### config.mk
export PLATFORM = sky130hd
export DESIGN_NAME = ep_desc_locator
export DESIGN_NICKNAME = d
export VERILOG_FILES = /design/src/rtl/epdl_pkg.sv /design/src/rtl/epdl_base_reg.sv /design/src/rtl/epdl_entry_sel.sv /design/src/rtl/epdl_ctrl.sv /design/src/rtl/ep_desc_locator.sv
export SDC_FILE = /design/constraint.sdc
export NUM_CORES = 1
export LEC_CHECK = 0
export CORE_MARGIN = 2
export CORE_UTILIZATION = 47
export CTS_BUF_LIST = sky130_fd_sc_hd__clkbuf_8
export CTS_CLUSTER_DIAMETER = 40
export DETAILED_ROUTE_END_ITERATION = 10
export HOLD_SLACK_MARGIN = 0.03
export MAX_ROUTING_LAYER = met4
export PLACE_DENSITY_LB_ADDON = 0.05
export SYNTH_ARGS = -nofsm -noshare
export SYNTH_HDL_FRONTEND = slang
export SYNTH_SLANG_ARGS = --single-unit
### constraint.sdc
create_clock -name clk -period 6.7 [get_ports clk]
set_clock_uncertainty 0.15 [all_clocks]
set_input_delay 1.34 -clock clk [delete_from_list [all_inputs] [get_ports clk]]
set_output_delay 1.34 -clock clk [all_outputs]
set_load 0.02 [all_outputs]
### src/rtl/epdl_pkg.sv
package epdl_pkg;

    typedef enum logic [2:0] {
        ST_IDLE,
        ST_READ_TABLE,
        ST_CHECK,
        ST_DONE,
        ST_READ_NEXT
    } epdl_state_e;

endpackage

### src/rtl/epdl_base_reg.sv
module epdl_base_reg #(
    parameter int AW      = 32,
    parameter int ALIGN_W = 7
) (
    input  logic          clk,
    input  logic          rst_n,
    input  logic          wr_en,
    input  logic [AW-1:0] wr_data,
    output logic [AW-1:0] base_o
);
    localparam logic [AW-1:0] KEEP_MASK = ~((AW'(1) << ALIGN_W) - AW'(1));

    logic [AW-1:0] base_d, base_q;

    always_comb begin
        base_d = base_q;
        if (wr_en) begin
            base_d = wr_data & KEEP_MASK;
        end
    end

    always_ff @(posedge clk) begin
        if (!rst_n) begin
            base_q <= '0;
        end else begin
            base_q <= base_d;
        end
    end

    assign base_o = base_q;
endmodule

### src/rtl/epdl_entry_sel.sv
module epdl_entry_sel #(
    parameter int                AW       = 32,
    parameter int                NUM_EP   = 32,
    parameter int                IDX_W    = 5,
    parameter logic [NUM_EP-1:0] REALIZED = '1
) (
    input  logic [AW-1:0]     base_i,
    input  logic [IDX_W-1:0]  ep_i,
    input  logic [NUM_EP-1:0] en_mask_i,
    output logic [AW-1:0]     entry_addr_o,
    output logic              ep_ok_o
);
    localparam int PAD_W = AW - IDX_W - 2;

    logic [NUM_EP-1:0] usable;

    for (genvar g = 0; g < NUM_EP; g++) begin : g_usable
        if (REALIZED[g]) begin : g_real
            assign usable[g] = en_mask_i[g];
        end else begin : g_absent
            assign usable[g] = 1'b0;
        end
    end

    assign ep_ok_o      = usable[ep_i];
    assign entry_addr_o = base_i + {{PAD_W{1'b0}}, ep_i, 2'b00};
endmodule

### src/rtl/epdl_ctrl.sv
module epdl_ctrl
    import epdl_pkg::*;
#(
    parameter int AW = 32,
    parameter int DW = 32
) (
    input  logic          clk,
    input  logic          rst_n,
    input  logic          req_valid,
    input  logic          ep_ok,
    input  logic [AW-1:0] entry_addr,
    output logic          req_ready,
    output logic          mem_req_valid,
    input  logic          mem_req_ready,
    output logic [AW-1:0] mem_req_addr,
    input  logic          mem_rsp_valid,
    input  logic [DW-1:0] mem_rsp_data,
    output logic          res_valid,
    output logic          res_found,
    output logic [AW-1:0] res_desc_addr,
    input  logic          advance,
    input  logic          xfer_done
);
    typedef struct packed {
        epdl_state_e   state;
        logic          sent;
        logic [AW-1:0] addr;
        logic [AW-1:0] ptr;
        logic          found;
    } ctrl_t;

    ctrl_t d, q;
    logic  reading;

    assign reading = (q.state == ST_READ_TABLE) || (q.state == ST_READ_NEXT);

    always_comb begin
        d = q;
        unique case (q.state)
            ST_IDLE: begin
                if (req_valid) begin
                    if (ep_ok) begin
                        d.state = ST_READ_TABLE;
                        d.addr  = entry_addr;
                        d.sent  = 1'b0;
                    end else begin
                        d.state = ST_DONE;
                        d.ptr   = '0;
                        d.found = 1'b0;
                    end
                end
            end
            ST_READ_TABLE, ST_READ_NEXT: begin
                if (!q.sent && mem_req_ready) begin
                    d.sent = 1'b1;
                end
                if (q.sent && mem_rsp_valid) begin
                    d.ptr   = AW'(mem_rsp_data);
                    d.sent  = 1'b0;
                    d.state = ST_CHECK;
                end
            end
            ST_CHECK: begin
                d.found = (q.ptr != '0);
                d.state = ST_DONE;
            end
            ST_DONE: begin
                if (xfer_done) begin
                    d.state = ST_IDLE;
                end else if (advance && q.found) begin
                    d.state = ST_READ_NEXT;
                    d.addr  = q.ptr;
                    d.sent  = 1'b0;
                end
            end
            default: d.state = ST_IDLE;
        endcase
    end

    always_ff @(posedge clk) begin
        if (!rst_n) begin
            q <= '{state: ST_IDLE, sent: 1'b0, addr: '0, ptr: '0, found: 1'b0};
        end else begin
            q <= d;
        end
    end

    assign req_ready     = (q.state == ST_IDLE);
    assign mem_req_valid = reading && !q.sent;
    assign mem_req_addr  = q.addr;
    assign res_valid     = (q.state == ST_DONE);
    assign res_found     = q.found;
    assign res_desc_addr = q.ptr;
endmodule

### src/rtl/ep_desc_locator.sv
module ep_desc_locator #(
    parameter int                   AW       = 32,
    parameter int                   DW       = 32,
    parameter int                   NUM_EP   = 32,
    parameter logic [NUM_EP-1:0]    REALIZED = '1,
    localparam int                  IDX_W    = $clog2(NUM_EP),
    localparam int                  ALIGN_W  = IDX_W + 2
) (
    input  logic              clk,
    input  logic              rst_n,
    input  logic              base_wr_en,
    input  logic [AW-1:0]     base_wr_data,
    input  logic [NUM_EP-1:0] ep_dma_en,
    input  logic              req_valid,
    input  logic [IDX_W-1:0]  req_ep,
    output logic              req_ready,
    output logic              mem_req_valid,
    input  logic              mem_req_ready,
    output logic [AW-1:0]     mem_req_addr,
    input  logic              mem_rsp_valid,
    input  logic [DW-1:0]     mem_rsp_data,
    output logic              res_valid,
    output logic              res_found,
    output logic [AW-1:0]     res_desc_addr,
    input  logic              advance,
    input  logic              xfer_done
);
    logic [AW-1:0] base;
    logic [AW-1:0] entry_addr;
    logic          ep_ok;

    epdl_base_reg #(.AW(AW), .ALIGN_W(ALIGN_W)) base_i (
        .clk     (clk),
        .rst_n   (rst_n),
        .wr_en   (base_wr_en),
        .wr_data (base_wr_data),
        .base_o  (base)
    );

    epdl_entry_sel #(.AW(AW), .NUM_EP(NUM_EP), .IDX_W(IDX_W), .REALIZED(REALIZED)) sel_i (
        .base_i       (base),
        .ep_i         (req_ep),
        .en_mask_i    (ep_dma_en),
        .entry_addr_o (entry_addr),
        .ep_ok_o      (ep_ok)
    );

    epdl_ctrl #(.AW(AW), .DW(DW)) ctrl_i (
        .clk           (clk),
        .rst_n         (rst_n),
        .req_valid     (req_valid),
        .ep_ok         (ep_ok),
        .entry_addr    (entry_addr),
        .req_ready     (req_ready),
        .mem_req_valid (mem_req_valid),
        .mem_req_ready (mem_req_ready),
        .mem_req_addr  (mem_req_addr),
        .mem_rsp_valid (mem_rsp_valid),
        .mem_rsp_data  (mem_rsp_data),
        .res_valid     (res_valid),
        .res_found     (res_found),
        .res_desc_addr (res_desc_addr),
        .advance       (advance),
        .xfer_done     (xfer_done)
    );
endmodule

==> impl_metrics.toml, run 1 <==
[run_status]
status = "finished, final reports clean"

[routing]
drtIter0Drc = 168
wl_per_cell_um = 16.9
drt-total-wl_um = 13900
dr.pass1.iters = 4
viasPerCell = 5.33
drc = 0
postRouteAntennaNets = 0
vias = 4405

[timing]
hold_violations = 0
finalSetupTns_ps = 0
finalSetupViolCount = 0
slew_violations = 0
worstMarginPinSlew_ps = 1200
rsz0062_at_grt = "no"
min_period_ps = 4810
period_share_pct = 71.8
hold-worst-slack_ps = 346
clock.fmax_mhz = 208
maxSlewHeadroom_pct = 20.1

[setup_path]
cpMaxStageDelayCell = "clkdlybuf4s50_1"
cp_cell_sequence = "clkdlybuf4s50_1 -> mux2i_1 -> a22oi_1 -> nand3_1 -> and4_1 -> buf_4 -> a32o_2 -> buf_4 -> mux2i_1"
cp_slowest_stage_delay_ps = 1090
cp_data_required_time_ps = 6830
crit_arrival_ps = 4940
critical_path.top_delay_family = "buffers and inverters"
cp_max_fo = 36
end_kind = "register"
reg2reg_slack_ps = 3050
reg2reg_to = "ctrl_i.mem_req_addr[2]"
r2r_cells = 6
crit_type = "input pin to register"
path_buf_inv = 3
cp-start-kind = "input pin"
timing.rr.start = "ctrl_i.q[67]"

[synth]
synth_area_um2 = 5200
synth_edf_count = 0
synth_area_leaders = "dfxtp_1, mux2i_1, buf_4, nand2_1, nand4b_1"
synth_nets = 718
yosysTopAreaCellShare_pct = 36.2
ys_seq_elements = 94
synth_top_area_cell = "dfxtp_1"
synthFlopType = "dfxtp_1"
synth_seq_area_share_pct = 36.2
yosysWarnings = 0
ys_types = 46
postSynthAreaPerCell_um2 = 8.54
async_flop_share_pct = 0
synthCells = 609

[clock_tree]
cts_setup_buffers = 0
cts_resized = 0
clk_path_buf_depth = 2
clock_latency_ps = 350
hold_buffers = 0
htree_num_levels = 3
cts-buffers-inserted = 9
cts_root_buf = "clkbuf_8"
path_clk_slew_ps = 90
tritoncts = "built"
cts_sinks = 94

[placement]
place_hpwl_um = 9760
place_congestion = 0.845
dp.cells = 812
place.port_buffers = 169

[floorplanning]
ioPinCount = 177
die_w_um = 109
initial_core_util_pct = 48.0
dieArea_um2 = 11900
die_h_um = 109
core-area_um2 = 10800
num_rows = 38

[worst_hold_path]
min_path_type = "register to register"
holdCritStartpoint = "ctrl_i.res_desc_addr[12]"
hold-path-cell-count = 2
min_to = "ctrl_i.res_desc_addr[12]"

[cells_and_area]
n_antenna_cell = 0
fillCellCount = 1026
final_cells = 827
utilization_pct = 60.5
syn2layout_area_growth_pct = 26.2
layout_commonest_cell = "clkdlybuf4s50_1"
drive_above_1_share_pct = 4.22
final_cell_mix = "clkdlybuf4s50_1, nand2_1, dfxtp_1"
nNetsFinal = 792

[job]
drv_cap = 0

[pwr]
power_density_nw_per_um2 = 231
switching_share_pct = 35.3
switchingPower_uw = 536
p_leak_uw = 0.00238
clock_power_share_pct = 21.6
combinationalPowerShare_pct = 34.7
power_frac_seq_pct = 43.7
p_int_uw = 982
vdd_ir_drop_max_v = 0.000104

[global_routing]
grt_usage_pct = 23.9
antenna_found_initial = 0
grt_pass1_wl_um = 21400
grt_start_max_net_pins = 72
grt_pass1_vias = 4130
grt.overflow.total = 0
## state kept, by name, indices dropped and copies added (netlist names)
register,flops
ctrl_i.res_found,1
ctrl_i.mem_req_addr,32
ctrl_i.res_desc_addr,32
ctrl_i.q,4
base_i.base_o,25
## power by group through the flow
stage                     Clock, µW  Sequential [µW]  Combinational, µW
after floorplan                   0              638                393
after global placement            0              675                518
after detailed placement          0              676                527
after CTS                       343              663                529
after global routing            364              673                569
final                           328              663                527
## cell type report
class	instances	area [µm²]	share of cell area [%]
Inverter	5	18.8	0.286
Sequential cell	94	1880	28.7
Clock buffer	9	124	1.89
Timing Repair Buffer	176	1730	26.4
Multi-Input combinational cell	397	2590	39.5
Clock inverter	6	40.0	0.610
Tap cell	140	175	2.67
## metrics by stage
| stage | power (µW) | area (µm²) | setup slack (ps) |
|---|---|---|---|
| after floorplan | 1030 | 5200 | 3590 |
| after global placement | 1190 | 6400 | 1600 |
| after detailed placement | 1200 | 6400 | 1490 |
| after CTS | 1530 | 6560 | 1870 |
| after global routing | 1610 | 6560 | 1700 |
| final | 1520 | 6560 | 1890 |
## tightest hold or removal path: stages, from the launching register on
cell,delay [ps]
dfxtp_1,340
nand2_1,60
mux2i_1,50
## layer usage
| metal | wire, µm | vias up | GRT usage, % |
|---|---|---|---|
| met5 | 0 | - | - |
| met4 | 178 | 0 | 6.24 |
| met3 | 969 | 11 | 5.08 |
| met2 | 6740 | 137 | 39.8 |
| met1 | 6060 | 2069 | 29.5 |
| li1 | - | 2188 | - |
## worst max path at each step
stage / slack, ps / cells after the start / startpoint / end
finish: 1890 / 9 / req_ep[1] / ctrl_i.res_desc_addr[14]
global route: 1700 / 9 / req_ep[1] / ctrl_i.res_desc_addr[14]
CTS: 1870 / 9 / req_ep[1] / ctrl_i.res_desc_addr[14]
detailed placement: 1490 / 9 / req_ep[1] / ctrl_i.res_desc_addr[14]
global placement: 1600 / 9 / req_ep[1] / ctrl_i.res_desc_addr[14]
floorplan: 3590 / 11 / req_ep[1] / ctrl_i.res_desc_addr[0]
## kinds of logic (layout without fill, tap and decap cells)
group / count (synthesis) / after routing / share of synthesized area, %
and+or+nand+nor: 230 / 230 / 23.3
DFF: 94 / 94 / 36.2
muxes: 75 / 75 / 14.5
buffers and inverters: 118 / 196 / 14.6
AOI/OAI and AO/OA: 91 / 91 / 11.4
xor gates and xnor gates: 1 / 1 / 0.168
## synthesized netlist by cell type, drive strengths merged (6+ instances only)
library cell	n
nand3	6
nand4b	30
nor2	31
mux2i	74
o21ai	33
nor2b	6
dfxtp	94
o21a	31
a21oi	8
nand2	106
buf	74
clkbuf	39
nor3b	30
nor4	8
No activity file was read; power rests on OpenSTA's default activity.
==> inputs of run 2 (changes only) <==
clock period = 4.85 ns   (was 6.7 ns; I/O delays follow)
==> impl_metrics.toml, run 2 (synthesized netlist as in run 1, its figures left out) <==
[placement]
place_hpwl_um = 10200
placed_area_um2 = 6430
dp_slack_ps = 1050
place_congestion = 0.818
place.port_buffers = 169
dp.cells = 816

[clock_tree]
cts_setup_buffers = 0
clock_latency_ps = 350
cts-buffers-inserted = 9
hold_buffers = 0
clk_path_buf_depth = 2
cts_sinks = 94
htree_num_levels = 3
path_clk_slew_ps = 90
tritoncts = "built"
cts_resized = 0
cts_root_buf = "clkbuf_8"

[global_routing]
grt_pass1_wl_um = 22600
grt_usage_pct = 25.1
grt_start_max_net_pins = 58
grt.overflow.total = 0
grt_pass1_vias = 4423
antenna_found_initial = 0

[timing]
worstMarginPinSlew_ps = 864
hold_violations = 0
rsz0062_at_grt = "no"
setup_ws_ps = 1300
slew_violations = 0
maxSlewHeadroom_pct = 42.1
finalSetupTns_ps = 0
period_share_pct = 73.2
min_period_ps = 3550
clock.fmax_mhz = 282
finalSetupViolCount = 0

[pwr]
p_leak_uw = 0.00241
power_density_nw_per_um2 = 328
vdd_ir_drop_max_v = 0.000195

[cells_and_area]
layout_commonest_cell = "clkdlybuf4s50_1"
final_cell_mix = "clkdlybuf4s50_1, nand2_1, dfxtp_1"
fillCellCount = 1010
nNetsFinal = 796
final_cells = 831
drive_above_1_share_pct = 4.78
n_antenna_cell = 0
stdcell_area_um2 = 6620
syn2layout_area_growth_pct = 27.2

[routing]
viasPerCell = 5.34
drt-total-wl_um = 14600
drtIter0Drc = 224
postRouteAntennaNets = 0
vias = 4434
dr.pass1.iters = 4
wl_per_cell_um = 17.6
drc = 0

[setup_path]
crit_arrival_ps = 2430
cp-start-kind = "register"
cp_cell_sequence = "buf_4 -> nand3b_1 -> inv_1 -> clkdlybuf4s50_1"
cp_data_required_time_ps = 3730
cp_max_fo = 24
cp_slowest_stage_delay_ps = 670
reg2reg_slack_ps = 1850
cpMaxStageDelayCell = "dfxtp_1"
crit_type = "register to primary output"
end_kind = "primary output"

[floorplanning]
die_w_um = 109
die_h_um = 109
core-area_um2 = 10800
initial_core_util_pct = 48.0
num_rows = 38
ioPinCount = 177
dieArea_um2 = 11900

[worst_hold_path]
min_path_type = "register to register"

[run_status]
status = "finished, final reports clean"

[job]
drv_cap = 0
==> run 2: changes by cell type in the layout (fill, tap and decap cells not counted), sizes merged <==
cell      delta
buf          +4
bufinv       +1
clkinvlp     -1
==> run 2: power by group <==
part	internal, µW	switching [µW]	leakage, µW
registers	830	69.9	0.000764
clock network	235	277	0.0000929
logic	348	410	0.00156
==> run 2: path summary, 6_finish.rpt <==
kind                                 from                      end  depth (start not counted)
setup / recovery             ctrl_i.q[67]                res_valid                          4
hold / removal    ctrl_i.res_desc_addr[3]  ctrl_i.res_desc_addr[3]                          2
setup reg to reg             ctrl_i.q[67]  ctrl_i.mem_req_addr[31]                          8
hold reg to reg   ctrl_i.res_desc_addr[3]  ctrl_i.res_desc_addr[3]                          2
==> run 2: worst max-delay path: cells and delay by family (launching register included) <==
family / cells / cell delay, ps
buffers and inverters: 3 / 1110
flip-flops: 1 / 670
AND/OR/NAND/NOR: 1 / 290
==> run 2: layout make-up <==
type / count / area [µm²] / share of cell area (%)
inverters: 5 / 18.8 / 0.284
repair buffers: 180 / 1760 / 26.7
clock buffers: 9 / 124 / 1.87
flip-flops and latches: 94 / 1880 / 28.4
well taps: 140 / 175 / 2.65
multi-input cells: 397 / 2590 / 39.1
clock inverters: 6 / 62.6 / 0.946
==> run 2: layer usage <==
| layer | vias to the layer above | track usage, % | wire length [µm] |
|---|---|---|---|
| met5 | - | - | 0 |
| met4 | 0 | 6.51 | 126 |
| met3 | 8 | 4.24 | 1170 |
| met2 | 159 | 42.9 | 7000 |
| met1 | 2077 | 30.6 | 6310 |
| li1 | 2190 | - | - |
==> run 2: stage by stage <==
stage	total power, µW	utilization, %	hold WS [ps]
after floorplan	1420	-	311
after global placement	1660	59.3	323
after detailed placement	1680	59.3	336
after CTS	2180	61.0	353
after global routing	2280	61.0	373
final	2170	61.0	354
